**src/rtl/cascade_counter_pkg.sv**
```systemverilog
package cascade_counter_pkg;

  typedef enum logic [1:0] {
    OP_HOLD  = 2'd0,
    OP_LOAD  = 2'd1,
    OP_COUNT = 2'd2
  } ctr_op_e;

  // Synchronous priority: load first, then count, otherwise hold
  function automatic ctr_op_e pick_op(input logic load_n,
                                      input logic en_p,
                                      input logic en_t);
    if (!load_n)           return OP_LOAD;
    else if (en_p && en_t) return OP_COUNT;
    else                   return OP_HOLD;
  endfunction

endpackage

```
**src/rtl/ctr_ctl.sv**
```systemverilog
module ctr_ctl
  import cascade_counter_pkg::*;
(
  input  logic    load_n,
  input  logic    en_p,
  input  logic    en_t,
  output ctr_op_e op
);
  always_comb op = pick_op(load_n, en_p, en_t);
endmodule

```
**src/rtl/ctr_stage.sv**
```systemverilog
module ctr_stage
  import cascade_counter_pkg::*;
#(
  parameter int SW = 4
) (
  input  logic          clk,
  input  logic          clr_n,
  input  logic          load_n,
  input  logic          en_p,
  input  logic          en_t,
  input  logic [SW-1:0] din,
  output logic [SW-1:0] q,
  output logic          rco
);
  localparam logic [SW-1:0] ONE = SW'(1);

  ctr_op_e op;

  ctr_ctl u_ctl (
    .load_n (load_n),
    .en_p   (en_p),
    .en_t   (en_t),
    .op     (op)
  );

  always_ff @(posedge clk or negedge clr_n) begin
    if (!clr_n) begin
      q <= '0;
    end else begin
      unique case (op)
        OP_LOAD:  q <= din;
        OP_COUNT: q <= q + ONE;
        default:  q <= q;
      endcase
    end
  end

  // Look-ahead carry: chain enable fed forward, gating enable excluded
  assign rco = en_t & (&q);
endmodule

```
**src/rtl/cascade_counter.sv**
```systemverilog
module cascade_counter #(
  parameter int STAGES  = 2,
  parameter int STAGE_W = 4
) (
  input  logic                       clk,
  input  logic                       clr_n,
  input  logic                       load_n,
  input  logic                       en_p,
  input  logic                       en_t,
  input  logic [STAGES*STAGE_W-1:0]  preset,
  output logic [STAGES*STAGE_W-1:0]  count,
  output logic                       carry_out
);
  localparam int W = STAGES * STAGE_W;

  logic [STAGES:0] t_chain;

  assign t_chain[0] = en_t;

  for (genvar g = 0; g < STAGES; g++) begin : g_stage
    ctr_stage #(.SW(STAGE_W)) u_stage (
      .clk    (clk),
      .clr_n  (clr_n),
      .load_n (load_n),
      .en_p   (en_p),
      .en_t   (t_chain[g]),
      .din    (preset[g*STAGE_W +: STAGE_W]),
      .q      (count[g*STAGE_W +: STAGE_W]),
      .rco    (t_chain[g+1])
    );
  end

  assign carry_out = t_chain[STAGES];
endmodule

```
**config.mk**
```make
export PLATFORM = sky130hd
export DESIGN_NAME = cascade_counter
export DESIGN_NICKNAME = d
export VERILOG_FILES = /design/src/rtl/cascade_counter_pkg.sv /design/src/rtl/ctr_ctl.sv /design/src/rtl/ctr_stage.sv /design/src/rtl/cascade_counter.sv
export SDC_FILE = /design/constraint.sdc
export NUM_CORES = 1
export LEC_CHECK = 0
export BUFFER_PORTS_ARGS = -buffer_cell sky130_fd_sc_hd__buf_2
export CAP_MARGIN = 30
export CORE_AREA = 3 3 40 42
export CTS_CLUSTER_DIAMETER = 150
export CTS_CLUSTER_SIZE = 14
export DETAILED_ROUTE_END_ITERATION = 6
export DIE_AREA = 0 0 43 45
export PLACE_DENSITY = 0.69
export SYNTH_ARGS = -nofsm -noshare
export SYNTH_HDL_FRONTEND = slang
export SYNTH_SLANG_ARGS = --single-unit
export TNS_END_PERCENT = 10
```
**constraint.sdc**
```tcl
create_clock -name clk -period 1.6 [get_ports clk]
set_input_delay 0.32 -clock clk [delete_from_list [all_inputs] [get_ports clk]]
set_output_delay 0.32 -clock clk [all_outputs]
set_load 0.01 [all_outputs]
```
==> metrics.cfg, run 1 <==
[power]
pwr-share-seq_pct=44.9
powerDensity_mw_per_mm2=879
internal_power_uw=381
swShare_pct=30.7
p_leak_nw=0.279
power_switching_uw=168
clkPwrFrac_pct=28.8
comb_power_share_pct=26.2
peakVddDrop_mv=0.463

[critical_path]
critPathTopFamily=flip-flops
critPathLaunchType=register
critPathArrivalTime_ns=1.19
path_buf_inv=1
cp.required_ns=1.28
criticalPathCategory=register to output pin
crit_fanout=3
max_stage_delay_ns=0.35
reg2reg_depth=4
critPathSlowestCell=dfrtp_1
path_cells=ha_2 -> nand4_1 -> nor2_1 -> buf_2
path_depth=4
crit_path_end_kind=output pin

[global_routing]
grt_max_degree=17
grt_pass1_wl_um=1800
grt_antenna_before_repair=0
track_usage_pct=12.6
grt_overflow_total=0
grt_pass1_vias=428

[drt]
drt_iter0_drc=14
drtPass1Iterations=4
vias=448
drc_errors=0
wirelength_um=1090
postRouteAntennaNets=0
wl_per_cell_um=11.9
vias_per_cell=4.87

[clock_network]
cts_buffer_depth=2
cts.sinks=8
cts_max_level=1
cts_root_buffer=clkbuf_4
cts_tree=built
cts_buffers=3
insertion_delay_ns=0.25
clkTransAtPathRegs_ns=0.06

[synth]
syn-num-nets=66
yosysSeqAreaShare_pct=44.3
synthCells=51
ys_types=16
synth_seq_cells=8
synth_warnings=0
syn_area_um2=452
syn_avg_cell_area_um2=8.86

[cells_and_area]
finalInstanceArea_um2=624
multi_input_area_um2=245
antennaDiodeCount=0
layout_common_cells=buf_2 (21), nor2_1 (9), dfrtp_1 (8)
fill_cells=135
reg.largest.list=g_stage.u_stage.q (8)
final-seq-area_um2=200
fin_util_pct=48.6
final_common_cell=buf_2
largest_register_ffs=8
area_growth_pct=38.2
drive_gt1_share_pct=39.0
regMostFlops=g_stage.u_stage.q
fin_nets=94

[flow_run]
drv_cap=0

[placed_design]
placed_area_um2=567
io_buffers=21
globalplace.congestion=0.731
dp_hpwl_um=817

[run_status]
status=completed

[floorplanning]
die_area_mm2=0.00194
die_x_um=43
row_count=13
boundaryPins=22
die_h_um=45
core_mm2=0.00128
initial_core_util_pct=35.2

[timing]
final.period_utilization_pct=94.2
tns_ns=0
setup_viol=0
rsz0062_at_grt=no
worstMarginPinSlew_ns=0.264
hold_viol_final=0
fmax_mhz=664
slew_headroom_pct=82.4
finalMaxSlewViolations=0
period_minus_slack_ns=1.51
finalClockSkew_ns=0.00305

[worst_hold_path]
hold_depth=3
hold_path_class=input port to register

kinds of logic (layout without fill, tap and decap cells):
logic type	Yosys count	in the layout	synth area share, %
AO/OA/AOI/OAI	14	14	17.2
XOR/XNOR	2	2	3.88
adder cells (fa/ha/maj)	2	2	5.54
buffers and inverters	2	28	1.94
flip-flops	8	8	44.3
multiplexers	1	1	2.22
AND/OR/NAND/NOR	22	22	24.9
power by group through the flow:
stage                     combinational (mW)  sequential, mW  clock (mW)
after floorplan                       0.0610           0.260           0
after global placement                 0.123           0.252           0
after detailed placement               0.125           0.254           0
after CTS                              0.134           0.248       0.161
after global routing                   0.161           0.252       0.172
final                                  0.144           0.247       0.158
stage by stage:
step / setup WS, ns / instances / hold WS (ns) / total power, mW
after global placement: 0.272 / 85 / 0.173 / 0.375
after global routing: 0.00406 / 92 / 0.318 / 0.585
after detailed placement: 0.232 / 85 / 0.176 / 0.379
after floorplan: 0.258 / 51 / 0.0244 / 0.321
after CTS: 0.0209 / 90 / 0.311 / 0.543
final: 0.0929 / 92 / 0.314 / 0.549
Yosys cell counts:
cell type	n	share of area, %
nand3_2	1	2.2
nand4_1	2	2.8
o21ai_0	5	5.5
nand2_2	1	1.4
or3_1	4	5.5
buf_2	1	1.1
a31oi_1	4	5.5
clkbuf_1	1	0.83
dfrtp_1	8	44
xor2_1	2	3.9
mux2i_1	1	2.2
nand3_1	5	5.5
o21a_1	1	1.7
nor2_1	9	7.5
a21oi_1	4	4.4
ha_1	2	5.5
cell type report:
type | instances | share of cell area, %
Sequential cell | 8 | 32.1
Clock buffer | 3 | 3.61
Multi-Input combinational cell | 41 | 39.3
Timing Repair Buffer | 25 | 22.0
Tap cell | 15 | 3.01
path summary, 6_finish.rpt:
check,from,end,slack (ns)
max,g_stage[0].u_stage.q[1],carry_out,0.09
max reg2reg,g_stage[0].u_stage.q[1],g_stage[1].u_stage.q[3],0.31
min reg2reg,g_stage[1].u_stage.q[3],g_stage[1].u_stage.q[3],0.59
min,preset[7],g_stage[1].u_stage.q[3],0.31
min in group asynchronous,clr_n,g_stage[1].u_stage.q[0],0.44
max in group asynchronous,clr_n,g_stage[0].u_stage.q[0],0.99
worst min-delay path, delay by kind of cell:
family                 cells  cell delay (ns)
buffers and inverters      1             0.09
AND/OR/NAND/NOR            1             0.07
AO/OA/AOI/OAI              1             0.04
per-layer routing:
| layer | GRT usage, % | part of all wire, % | wire, µm | vias to the layer above |
|---|---|---|---|---|
| met4 | 5.42 | 0 | 0 | 0 |
| met5 | 0 | 0 | 0 | - |
| li1 | - | - | - | 241 |
| met1 | 15.9 | 50 | 544 | 193 |
| met3 | 3.98 | 6.9 | 75 | 0 |
| met2 | 20.1 | 43 | 472 | 14 |
repair_timing:
item	4_1_cts	5_1_grt
pin swaps	0	0
hold endpoints to repair	8	0
endpoints found under the setup margin	1	1
hold buffers	1	0
buffers inserted	1	2
gates resized for setup	0	1
Note: power is estimated with default switching activity, not from simulation.
==> inputs of run 2 (changes only) <==
- ABC_AREA: default -> 1
- PLACE_DENSITY: 0.69 -> 0.77
==> metrics.cfg, run 2 <==
[timing]
period_minus_slack_ns=1.54  ; +0.0365 ns
finalClockSkew_ns=0.00167  ; -0.00138 ns
finalMaxSlewViolations=0  ; unchanged
hold_viol_final=0  ; unchanged
worstMarginPinSlew_ns=0.268  ; +0.00431 ns
tns_ns=0  ; unchanged
slew_headroom_pct=82.1  ; -0.31 points
fmax_mhz=648  ; -2.4%
final.period_utilization_pct=96.5  ; +2.3 points
rsz0062_at_grt=yes
setup_viol=0  ; unchanged

[flow_run]
drv_cap=0  ; unchanged

[cells_and_area]
final-instance-count-excl-fill=112  ; +22%
regMostFlops=g_stage.u_stage.q
reg.largest.list=g_stage.u_stage.q (8)
largest_register_ffs=8  ; unchanged
area_growth_pct=39.8
fin_nets=114  ; +21%
antennaDiodeCount=0  ; unchanged
drive_gt1_share_pct=49.5  ; +11 points
layout_common_cells=nand2_1 (21), buf_2 (21), nand3_1 (10)

[clock_network]
cts.sinks=8  ; unchanged
insertion_delay_ns=0.25  ; about the same
clkTransAtPathRegs_ns=0.06  ; about the same
cts_buffer_depth=2  ; unchanged
cts_root_buffer=clkbuf_4
cts_tree=built
cts_buffers=3  ; unchanged
cts_max_level=1  ; unchanged

[power]
powerDensity_mw_per_mm2=765  ; -13%
p_leak_nw=0.420  ; +51%
peakVddDrop_mv=0.529  ; +14%

[synth]
synth_seq_cells=8  ; unchanged
synth_flop_cell=dfrtp_1
syn_area_um2=553  ; +22%
synthCells=67  ; +31%
yosysMostFrequentCell=nand2_1
synth_area_leaders=dfrtp_1 (36%), nand2_1 (14%), nand3_1 (10%), nand3_2 (7.2%), ha_1 (4.5%)
synth_common_cells=nand2_1 (21), nand3_1 (11), dfrtp_1 (8)
synth_edf_count=0  ; unchanged
synth_warnings=0  ; unchanged
yosysSeqAreaShare_pct=36.2  ; -8.1 points
synth_top_area_share_pct=36.2  ; -8.1 points
syn_avg_cell_area_um2=8.25  ; -6.8%
synthArstFlopShare_pct=100  ; unchanged
syn-num-nets=82  ; +24%
yosysTopAreaCell=dfrtp_1
ys_types=19  ; +3

[drt]
drt_iter0_drc=7  ; -7
wirelength_um=1320  ; +21%
wl_per_cell_um=11.8  ; -0.65%
vias_per_cell=4.88  ; +0.29%
vias=547  ; +22%
postRouteAntennaNets=0  ; unchanged
drtPass1Iterations=4  ; unchanged
drc_errors=0  ; unchanged

[run_status]
status=completed

[floorplanning]
initial_core_util_pct=43.0  ; +7.9 points
die_x_um=43  ; unchanged
boundaryPins=22  ; unchanged
die_h_um=45  ; unchanged
die_area_mm2=0.00194  ; unchanged
row_count=13  ; unchanged
core_mm2=0.00128  ; unchanged

[global_routing]
grt_antenna_before_repair=0  ; unchanged
grt_overflow_total=0  ; unchanged
grt_pass1_wl_um=1930  ; +7.3%
grt_pass1_vias=472  ; +10%
grt_max_degree=12  ; -5
track_usage_pct=13.7  ; +1.1 points

[critical_path]
critPathSlowestCell=dfrtp_1
critPathArrivalTime_ns=1.22  ; +0.03 ns
crit_path_end_kind=output pin
max_stage_delay_ns=0.40  ; +0.05 ns
path_buf_inv=1  ; unchanged
critPathLaunchType=register
path_cells=ha_4 -> nand2_4 -> nor3_2 -> buf_2
criticalPathCategory=register to output pin
cp.required_ns=1.28  ; about the same
crit_fanout=3  ; unchanged
critPathTopFamily=flip-flops

[placed_design]
io_buffers=21  ; unchanged
placedCellCount=102  ; +20%
dp_hpwl_um=935  ; +15%
globalplace.congestion=0.681  ; -6.9%

[worst_hold_path]
hold_path_class=input port to register

run 2: metrics by stage:
stage | utilization [%] | setup slack (ns) | power, mW | area (µm²) | hold slack [ns]
finish | 60.2 | 0.0565 | 0.591 | 773 | 0.277
global route | 60.2 | -0.0239 | 0.626 | 773 | 0.283
CTS | 56.1 | 0.0180 | 0.566 | 721 | 0.280
detailed placement | 51.8 | 0.232 | 0.393 | 666 | 0.181
global placement | 51.8 | 0.263 | 0.388 | 666 | 0.176
floorplan | - | 0.251 | 0.336 | 553 | 0.0244
run 2: worst min-delay path, stage by stage:
cell	delay [ns]
buf_2	0.07
nand2_1	0.04
nand3_1	0.06
run 2: metal layers:
layer / wire [µm] / up-vias / global-route usage [%] / part of all wire (%)
met5: 0 / - / 0 / 0
met4: 4 / 0 / 5.42 / 0.30
met3: 99 / 2 / 5.58 / 7.5
met2: 679 / 18 / 23.7 / 51
met1: 538 / 245 / 15.1 / 41
li1: - / 282 / - / -
run 2: final timing paths:
check	endpoint	slack, ns	depth (start not counted)	start
worst max-delay path	carry_out	0.06	4	g_stage[0].u_stage.q[1]
worst max register to register	g_stage[1].u_stage.q[3]	0.43	7	g_stage[0].u_stage.q[1]
worst min-delay path	g_stage[1].u_stage.q[2]	0.28	3	preset[6]
min in group asynchronous	g_stage[1].u_stage.q[3]	0.44	2	clr_n
worst min register to register	g_stage[1].u_stage.q[1]	0.60	2	g_stage[1].u_stage.q[1]
max in group asynchronous	g_stage[0].u_stage.q[3]	0.99	2	clr_n
run 2: where the power goes:
part           switching, mW  total [mW]  internal [mW]
clock                 0.0754       0.162         0.0863
sequential            0.0282       0.251          0.223
combinational         0.0909       0.178         0.0873
run 2: final cells by class:
class                      instances  area [µm²]
fill                             120         512
tap                               15        18.8
multi-input combinational         53         353
clock buffer                       3        22.5
sequential                         8         200
timing repair buffer              28         160
inverter                           5        18.8
run 2: cells by family (layout without fill, tap and decap cells):
family	after synthesis	after routing	synth area share (%)
XOR/XNOR	2	2	3.17
buffers and inverters	6	36	5.43
AO/OA/AOI/OAI	1	1	1.58
AND/OR/NAND/NOR	48	48	49.1
adder cells (fa/ha/maj)	2	2	4.52
flip-flops	8	8	36.2
run 2: what timing repair did:
| item | 4_1_cts | 5_1_grt |
|---|---|---|
| setup endpoints to repair | 1 | 1 |
| gates resized for setup | 0 | 6 |
| buffers inserted | 3 | 3 |
| hold buffers | 1 | 0 |
| pin swaps | 0 | 2 |
| hold endpoints to repair | 8 | 0 |
